[config.mk]
export PLATFORM = sky130hd
export DESIGN_NAME = greedy_ar_cordic
export DESIGN_NICKNAME = d
export VERILOG_FILES = /design/src/rtl/greedy_ar_pkg.sv /design/src/rtl/greedy_ar_cand_bank.sv /design/src/rtl/greedy_ar_min_tree.sv /design/src/rtl/greedy_ar_microrot.sv /design/src/rtl/greedy_ar_cordic.sv
export SDC_FILE = /design/constraint.sdc
export NUM_CORES = 1
export LEC_CHECK = 0
export ABC_AREA = 0
export BUFFER_PORTS_ARGS = -buffer_cell sky130_fd_sc_hd__buf_2
export CORE_MARGIN = 8
export CORE_UTILIZATION = 50
export CTS_CLUSTER_DIAMETER = 40
export DETAILED_ROUTE_END_ITERATION = 8
export HOLD_SLACK_MARGIN = 0.05
export PLACE_DENSITY = 0.7
export RECOVER_POWER = 25
export SYNTH_ARGS = -nofsm -noshare
export SYNTH_HDL_FRONTEND = slang
export SYNTH_SLANG_ARGS = --single-unit
export TNS_END_PERCENT = 5
[constraint.sdc]
create_clock -name clk -period 28.7 [get_ports clk]
set_input_delay 2.87 -clock clk [delete_from_list [all_inputs] [get_ports clk]]
set_output_delay 2.87 -clock clk [all_outputs]
set_load 0.05 [all_outputs]
[src/rtl/greedy_ar_pkg.sv]
package greedy_ar_pkg;

  localparam int ATAN_PREC = 40;

  // atan(2^-s) by its odd power series, rounded to frac fractional bits
  function automatic longint atan_pow2_fix(input int s, input int frac);
    longint acc;
    longint term;
    int     e;
    acc = 0;
    for (int k = 0; k < 32; k++) begin
      e = (2 * k + 1) * s;
      if (e <= ATAN_PREC) begin
        term = (longint'(1) <<< (ATAN_PREC - e)) / longint'(2 * k + 1);
        acc  = (k % 2 == 1) ? acc - term : acc + term;
      end
    end
    return (acc + (longint'(1) <<< (ATAN_PREC - frac - 1))) >>> (ATAN_PREC - frac);
  endfunction

endpackage

[src/rtl/greedy_ar_cand_bank.sv]
module greedy_ar_cand_bank #(
  parameter int AW = 16,
  parameter int N  = 12,
  parameter int FR = 13,
  parameter int KW = 4,
  parameter int L  = 16
) (
  input  logic [AW:0]             zmag,
  output logic [L-1:0][AW:0]      cost,
  output logic [L-1:0][KW-1:0]    key,
  output logic [L-1:0][AW-1:0]    ang
);
  import greedy_ar_pkg::*;

  for (genvar i = 0; i < L; i++) begin : g_cand
    if (i == 0) begin : g_zero
      // zero candidate: ranks above every shift on a tie
      assign cost[i] = zmag;
      assign key[i]  = KW'(N);
      assign ang[i]  = '0;
    end else if (i < N) begin : g_shift
      localparam logic [AW-1:0] A = AW'(atan_pow2_fix(i, FR));
      logic signed [AW+1:0] diff;
      logic [AW+1:0]        mag;
      assign diff    = $signed({1'b0, zmag}) - $signed({2'b00, A});
      assign mag     = diff[AW+1] ? -diff : diff;
      assign cost[i] = mag[AW:0];
      assign key[i]  = KW'(i);
      assign ang[i]  = A;
    end else begin : g_pad
      assign cost[i] = '1;
      assign key[i]  = '0;
      assign ang[i]  = '0;
    end
  end

endmodule

[src/rtl/greedy_ar_min_tree.sv]
module greedy_ar_min_tree #(
  parameter int L   = 16,
  parameter int CWD = 17,
  parameter int KW  = 4,
  localparam int LG = $clog2(L),
  localparam int LW = (LG < 1) ? 1 : LG
) (
  input  logic [L-1:0][CWD-1:0] cost,
  input  logic [L-1:0][KW-1:0]  key,
  output logic [LW-1:0]         best_idx
);

  for (genvar lv = 0; lv <= LG; lv++) begin : g_lv
    localparam int CNT = L >> lv;
    logic [CNT-1:0][CWD-1:0] c;
    logic [CNT-1:0][KW-1:0]  k;
    logic [CNT-1:0][LW-1:0]  ix;
    if (lv == 0) begin : g_leaf
      for (genvar j = 0; j < CNT; j++) begin : g_l
        assign c[j]  = cost[j];
        assign k[j]  = key[j];
        assign ix[j] = LW'(j);
      end
    end else begin : g_node
      for (genvar j = 0; j < CNT; j++) begin : g_n
        logic take_r;
        // right wins when strictly smaller, or equal with higher rank key
        assign take_r = (g_lv[lv-1].c[2*j+1] < g_lv[lv-1].c[2*j]) ||
                        ((g_lv[lv-1].c[2*j+1] == g_lv[lv-1].c[2*j]) &&
                         (g_lv[lv-1].k[2*j+1] > g_lv[lv-1].k[2*j]));
        assign c[j]  = take_r ? g_lv[lv-1].c[2*j+1]  : g_lv[lv-1].c[2*j];
        assign k[j]  = take_r ? g_lv[lv-1].k[2*j+1]  : g_lv[lv-1].k[2*j];
        assign ix[j] = take_r ? g_lv[lv-1].ix[2*j+1] : g_lv[lv-1].ix[2*j];
      end
    end
  end

  assign best_idx = g_lv[LG].ix[0];

endmodule

[src/rtl/greedy_ar_microrot.sv]
module greedy_ar_microrot #(
  parameter int XW = 18,
  parameter int AW = 16,
  parameter int SW = 4
) (
  input  logic signed [XW-1:0] x,
  input  logic signed [XW-1:0] y,
  input  logic signed [AW-1:0] z,
  input  logic [SW-1:0]        sh,
  input  logic                 neg,
  input  logic [AW-1:0]        ang,
  output logic signed [XW-1:0] xn,
  output logic signed [XW-1:0] yn,
  output logic signed [AW-1:0] zn
);
  logic signed [XW-1:0] xs, ys;
  logic signed [AW-1:0] a_s;

  assign xs  = x >>> sh;
  assign ys  = y >>> sh;
  assign a_s = $signed(ang);
  assign xn  = neg ? x + ys  : x - ys;
  assign yn  = neg ? y - xs  : y + xs;
  assign zn  = neg ? z + a_s : z - a_s;

endmodule

[src/rtl/greedy_ar_cordic.sv]
module greedy_ar_cordic #(
  parameter int W  = 16,
  parameter int AW = 16,
  parameter int N  = 12,
  localparam int XW   = W + 2,
  localparam int MAXR = N / 2 + 2,
  localparam int SW   = $clog2(N),
  localparam int CW   = $clog2(MAXR + 1)
) (
  input  logic                 clk,
  input  logic                 rst_n,
  input  logic                 start,
  input  logic [W-1:0]         x_in,
  input  logic [W-1:0]         y_in,
  input  logic [AW-1:0]        z_in,
  output logic [XW-1:0]        x_out,
  output logic [XW-1:0]        y_out,
  output logic [CW-1:0]        rot_count,
  output logic [MAXR*SW-1:0]   shift_list,
  output logic [MAXR-1:0]      neg_list,
  output logic                 busy,
  output logic                 done
);
  import greedy_ar_pkg::*;

  localparam int FR = AW - 3;
  localparam int KW = $clog2(N + 1);
  localparam int L  = 1 << $clog2(N);
  localparam int LW = $clog2(L);
  localparam logic [AW:0] A_MIN = (AW + 1)'(atan_pow2_fix(N - 1, FR));

  logic signed [XW-1:0] x_r, y_r, xn, yn;
  logic signed [AW-1:0] z_r, zn;
  logic [CW-1:0]        cnt;
  logic                 busy_r, done_r;
  logic [MAXR-1:0][SW-1:0] sh_rec;
  logic [MAXR-1:0]      neg_rec;

  // residual magnitude and candidate search
  logic signed [AW:0]   zx;
  logic [AW:0]          zmag;
  logic [L-1:0][AW:0]   cost;
  logic [L-1:0][KW-1:0] key;
  logic [L-1:0][AW-1:0] ang;
  logic [LW-1:0]        best_idx;

  assign zx   = {z_r[AW-1], z_r};
  assign zmag = zx[AW] ? -zx : zx;

  greedy_ar_cand_bank #(.AW(AW), .N(N), .FR(FR), .KW(KW), .L(L)) u_bank (
    .zmag(zmag), .cost(cost), .key(key), .ang(ang)
  );

  greedy_ar_min_tree #(.L(L), .CWD(AW + 1), .KW(KW)) u_tree (
    .cost(cost), .key(key), .best_idx(best_idx)
  );

  // named step events
  logic below_floor, sel_zero, cap_hit, stop_now, rot_fire, neg_dir;
  logic [SW-1:0] sel_sh;

  assign below_floor = zmag < A_MIN;
  assign sel_zero    = best_idx == '0;
  assign cap_hit     = cnt == CW'(MAXR);
  assign stop_now    = busy_r && (below_floor || sel_zero || cap_hit);
  assign rot_fire    = busy_r && !stop_now;
  assign neg_dir     = z_r[AW-1];
  assign sel_sh      = SW'(best_idx);

  greedy_ar_microrot #(.XW(XW), .AW(AW), .SW(SW)) u_rot (
    .x(x_r), .y(y_r), .z(z_r), .sh(sel_sh), .neg(neg_dir),
    .ang(ang[best_idx]), .xn(xn), .yn(yn), .zn(zn)
  );

  always_ff @(posedge clk or negedge rst_n) begin
    if (!rst_n) begin
      x_r     <= '0;
      y_r     <= '0;
      z_r     <= '0;
      cnt     <= '0;
      busy_r  <= 1'b0;
      done_r  <= 1'b0;
      sh_rec  <= '0;
      neg_rec <= '0;
    end else if (!busy_r && start) begin
      x_r     <= {{2{x_in[W-1]}}, x_in};
      y_r     <= {{2{y_in[W-1]}}, y_in};
      z_r     <= z_in;
      cnt     <= '0;
      busy_r  <= 1'b1;
      done_r  <= 1'b0;
      sh_rec  <= '0;
      neg_rec <= '0;
    end else if (rot_fire) begin
      x_r <= xn;
      y_r <= yn;
      z_r <= zn;
      cnt <= cnt + CW'(1);
      for (int k = 0; k < MAXR; k++) begin
        if (cnt == CW'(k)) begin
          sh_rec[k]  <= sel_sh;
          neg_rec[k] <= neg_dir;
        end
      end
    end else if (stop_now) begin
      busy_r <= 1'b0;
      done_r <= 1'b1;
    end
  end

  assign x_out      = x_r;
  assign y_out      = y_r;
  assign rot_count  = cnt;
  assign shift_list = sh_rec;
  assign neg_list   = neg_rec;
  assign busy       = busy_r;
  assign done       = done_r;

endmodule

Word-level counts from Yosys, hierarchy flattened
Memories as Yosys holds them, arrays and structs flattened. Cells that the tools add are included.

Bits in registers: 98. Memory bits (read-only): 256. Input bits: 51. Output and inout bits: 82. Logic and storage cells: 217. Memories: 1.

Memories: (name not given) (words 16, bits a word 16, read ports 1, clocked after Yosys merged registers in 0, wr ports 0, line greedy_ar_cordic.sv:72) `.ang(ang[best_idx]), .xn(xn), .yn(yn), .zn(zn)`.

$add $sub $neg: 30. $lt $le $gt $ge: 20. Equal/unequal tests: 20. Shifts and indexed selects: 2. Mux-type cells: 77. Reductions and logical operators: 45.

Operators by type and width (number): $mux W17 (23); $lt A17 B17 Y1 (11); $neg A17 Y17 (11); $eq A17 B17 Y1 (10); $mux W18 (6); $mux W4 (20); $mux W16 (4); $mux W32 (2); $add A18 B18 Y18 (2); $sshr A18 B4 Y18 (2); $sub A17 B9 Y18 const B (2); $sub A18 B18 Y18 (2); $gt A4 B4 Y1 (5); $mux W1 (20); $reduce_bool A2 Y1 (10); $reduce_and A2 Y1 (9); $sub A17 B10 Y18 const B (1); $sub A17 B11 Y18 const B (1); $sub A17 B12 Y18 const B (1); $sub A17 B3 Y18 const B (1); $sub A17 B4 Y18 const B (1); $sub A17 B5 Y18 const B (1); $sub A17 B6 Y18 const B (1); $sub A17 B7 Y18 const B (1); 20 further kinds (47).

Depth between registers and ports, before layout
Word-level depth: 28. Mapped depth: 102. Depth with buffers taken out: 91.

Hierarchy
Synthesis repeated with hierarchy kept, for this count alone.

Cell total of the unflattened synthesis: 4279. Area, all modules: 32502.4 um^2.

Modules (own cells, without submodules): greedy_ar_min_tree (instances 1, cells an instance 1497, area an instance 11398.4 um^2, sequential area each 0.0 um^2); greedy_ar_cand_bank (instances 1, cells an instance 1252, area an instance 8540.7 um^2, sequential area each 0.0 um^2); greedy_ar_cordic (instances 1, cells an instance 878, area an instance 7534.7 um^2, sequential area each 2452.4 um^2); greedy_ar_microrot (instances 1, cells an instance 652, area an instance 5028.6 um^2, sequential area each 0.0 um^2).

Least setup slack after synthesis
No wires, ideal clock.

Kind: register to register. From: register z_r[0]. To: register z_r[15]. Library setup time: 0.142 ns. Arrival time: 17.725 ns. Required time: 28.558 ns. Slack: 10.833 ns. Stages on the path, launching flop included: 96. Path buffers: 14. Clock period less this slack: 17.867 ns. Path through: dfrtp_1 buf_2 buf_1 inv_1 ha_1 clkbuf_2 or4b_4 o31ai_1 xor2_1 clkbuf_1 nand3_1 nor2_1 nand2_1 nor2_1 xnor2_1 nand2b_1 xor2_1 inv_1 [60 not listed] mux2_2 ha_1 a21o_1 a21oi_1 o21bai_1 a21oi_1 o21bai_1 a21oi_1 o21bai_1 a21oi_1 o21bai_1 a21oi_1 o21bai_1 a21oi_1 o21bai_1 a21oi_1 xnor2_1 o221ai_1.

Word-level cells in the longest chain between the ends: 27. Elaborated cells between the ends (all ways): 123. Classes of those cells: add/sub: 25; order compare: 19; eq/ne: 11; mux: 43; reduce/logical: 24; memory: 1.

RTL lines: start, declared (line greedy_ar_cordic.sv:33) `logic signed [AW-1:0] z_r, zn;`; start signal, assigned (line greedy_ar_cordic.sv:88) `z_r <= z_in;`; start signal, assigned (line greedy_ar_cordic.sv:97) `z_r <= zn;`; parallel branches: the longest is 27 deep, another holds $sub A17 B3 Y18.

Parallel ways; which one is timed is not known. The select of a mux whose other input is x is not followed. A chain may end at the register's enable or synchronous reset.

Worst setup path after layout
From: register z_r[0]. To: register y_r[17], in the netlist y_out[17].

Word-level cells in the longest chain between the ends: 27. Elaborated cells between the ends (all ways): 122. Classes of those cells: add/sub: 25; order compare: 19; eq/ne: 11; shift: 1; mux: 42; reduce/logical: 24.

RTL lines: $neg A16 Y17 (line greedy_ar_cordic.sv:48) `assign zmag = zx[AW] ? -zx : zx;`; $mux W17 * (line greedy_ar_cordic.sv:48); parallel branches: the longest is 25 deep, another holds $sub A17 B3 Y18; end signal, assigned (line greedy_ar_cordic.sv:87) `y_r <= {{2{y_in[W-1]}}, y_in};`; end signal, assigned (line greedy_ar_cordic.sv:96) `y_r <= yn;`; end, declared (line greedy_ar_cordic.sv:32) `logic signed [XW-1:0] x_r, y_r, xn, yn;`.

Mark *: on every way between the ends. The select of a mux whose other input is x is not followed.

==> flow_summary.json <==
{
  "synth_seq_cells": 98,
  "dp_cells": 3333,
  "vias_per_cell": 6.42,
  "crit_type": "reg2reg",
  "fin_nets": 3136,
  "firstDrtPassIters": 6,
  "grt_max_degree": 97,
  "grt_usage": 0.357,
  "crit_required_ns": 28.93,
  "pin_count": 133,
  "slew_viol_final": 78,
  "fin_setup_tns_ns": 0,
  "vias": 21500,
  "worstHoldPathType": "reg2reg",
  "fillers": 3931,
  "cts_max_level": 3,
  "slowest_stage": "ha_1",
  "max-slew-margin-rel": -1.76,
  "ys.flop_type": "dfrtp_1",
  "busiest_layer": "met2",
  "diodes": 0,
  "yosysTopAreaCell": "ha_1",
  "use_met2": 0.559,
  "postRouteAntennaNets": 0,
  "clockBufferDepth": 2,
  "maxCapViolCount": 1,
  "gp_congestion": 1.04,
  "critPathMaxFanout": 63,
  "hpwl_um": 66300,
  "drc": 0,
  "initial_core_util": 0.506,
  "async_flop_share": 1.00,
  "worstPathArrival_ns": 22.07,
  "finClkSkew_ns": 0.0193,
  "critPathMaxStageDelay_ns": 0.73,
  "cts_sinks": 98,
  "ys_top_cells_by_area": "ha_1, dfrtp_1, xnor2_1",
  "cts_made_buffers": 9,
  "ys.warnings.count": 0,
  "dieWidth_um": 213,
  "path_buf_inv": 5,
  "fin_crit_ns": 21.84,
  "worst_setup_path_start_kind": "register",
  "overflow": 0,
  "post-route-period-util": 0.761,
  "dieArea_mm2": 0.0456,
  "synth_edf_count": 0,
  "path_delay_family": "compound AO/OA/AOI/OAI gates",
  "fin_cells": 3349,
  "area_growth_pct": 7.06,
  "core_mm2": 0.0386,
  "cts_setup_buffers": 0,
  "setup_viol": 0,
  "max_freq_mhz": 45.8,
  "clkLatencyLatePin_ns": 0.38,
  "grtUsageMet1": 0.460,
  "wl_per_cell_um": 24.8,
  "fp-row-count": 72,
  "yosysMostFrequentCell": "nand2_1",
  "synth_seq_area_share": 0.126,
  "netlist_area_mm2": 0.0195,
  "post_cts_resized": 0,
  "antenna_found_initial": 1,
  "end_kind": "register",
  "path_common_cell": "o21a_1",
  "grtUsageMet3": 0.0738,
  "fp.dieH_um": 213,
  "regArea_mm2": 0.00245,
  "cts_root_buf": "clkbuf_16",
  "violations": "max-capacitance violations, max-slew violations",
  "syn_area_per_cell_um2": 6.99,
  "synth_top_cell_area_share": 0.164,
  "rsz0062_at_grt": "no",
  "multi_input_area_mm2": 0.0160,
  "synth.distinct_cells": 99,
  "hold_violations": 0,
  "drive_gt1_frac": 0.0904,
  "tritoncts": "done",
  "cts.hold.buffers_added": 0,
  "synth_common_cells": "nand2_1, nor2_1, a21oi_1, ha_1, o21ai_0",
  "tightest_slew_ns": 4.14,
  "dr.first_iter.drc_count": 2537,
  "synth_cells": 2787,
  "first_global_vias": 20500,
  "io_buffer_count": 132,
  "grt_first_pass_wirelength_um": 126000,
  "wirelength_um": 83000,
  "status": "finished, violations left",
  "clk_pin_slew_ns": 0.08
}
[state kept, by name, summed over array words and instances, names as in the netlist]
| name | count |
|---|---|
| done | 1 |
| neg_list | 8 |
| busy | 1 |
| z_r | 16 |
| y_out | 18 |
| rot_count | 4 |
| x_out | 18 |
| shift_list | 32 |
[per-layer routing]
| metal | wire length, um | vias up |
|---|---|---|
| met4 | 5120 | 0 |
| met2 | 36200 | 1190 |
| li1 | - | 9973 |
| met1 | 33700 | 10100 |
| met5 | 0 | - |
| met3 | 7950 | 267 |
[cell type report]
type,count,area share
Multi-Input combinational cell,2421,0.768
Sequential cell,98,0.118
Timing Repair Buffer,178,0.0461
Tap cell,518,0.0311
Inverter,118,0.0212
Clock buffer,10,0.0115
Clock inverter,6,0.00456
[cell usage in the layout (no fill, tap or decap), types with 13 or more instances in the layout]
cell,instances
nand2_1,349
nor2_1,334
a21oi_1,275
ha_1,256
o21ai_0,214
xnor2_1,166
inv_1,109
buf_2,100
dfrtp_1,97
a21o_1,66
nand3_1,63
mux2i_1,62
nor3_1,53
o21a_1,51
xor2_1,50
buf_4,45
nand4_1,44
a31oi_1,34
clkbuf_1,33
nor2b_1,31
nand2b_1,30
mux2_2,21
and3_1,19
and2_1,18
nor4_1,17
or3_1,15
o21bai_1,15
o31a_1,14
a21boi_0,14
a211oi_1,13
or2_2,13
[cell families after synthesis]
kind of cell / share of synthesized area
AND/OR/NAND/NOR: 0.238
AO/OA/AOI/OAI: 0.266
buffers and inverters: 0.0549
adder cells (fa/ha/maj): 0.167
XOR/XNOR: 0.0992
flip-flops: 0.126
multiplexers: 0.0474
other: 0.000385
[through the flow]
stage,worst slack (ns),utilization,cell area (um2),hold WS [ns]
5_1_grt,5.19,0.541,20900,0.541
4_1_cts,7.47,0.542,20900,0.519
3_3_place_gp,8.14,0.534,20600,0.493
2_1_floorplan,10.83,-,19500,0.587
3_5_place_dp,7.57,0.534,20600,0.503
6_report,6.86,0.541,20900,0.520
[worst paths after layout]
path	from	to	slack [ns]	cells after the start
min reg2reg	shift_list[15]	shift_list[15]	0.52	2
max reg2reg	z_r[0]	y_out[17]	6.86	87
max in group asynchronous	rst_n	z_r[15]	21.09	2
min in group asynchronous	rst_n	y_out[11]	2.75	1
min	shift_list[15]	shift_list[15]	0.52	2
max	z_r[0]	y_out[17]	6.86	87
[tightest hold or removal path, delay by kind of cell, from the launching register on]
| family | cells | cell delay [ns] |
|---|---|---|
| compound gates | 1 | 0.06 |
| simple gates | 1 | 0.07 |
| flops | 1 | 0.35 |
Power is left out: the tool's default activity adds up to more than one toggle a clock period on the data nets, which glitch-free logic cannot reach.
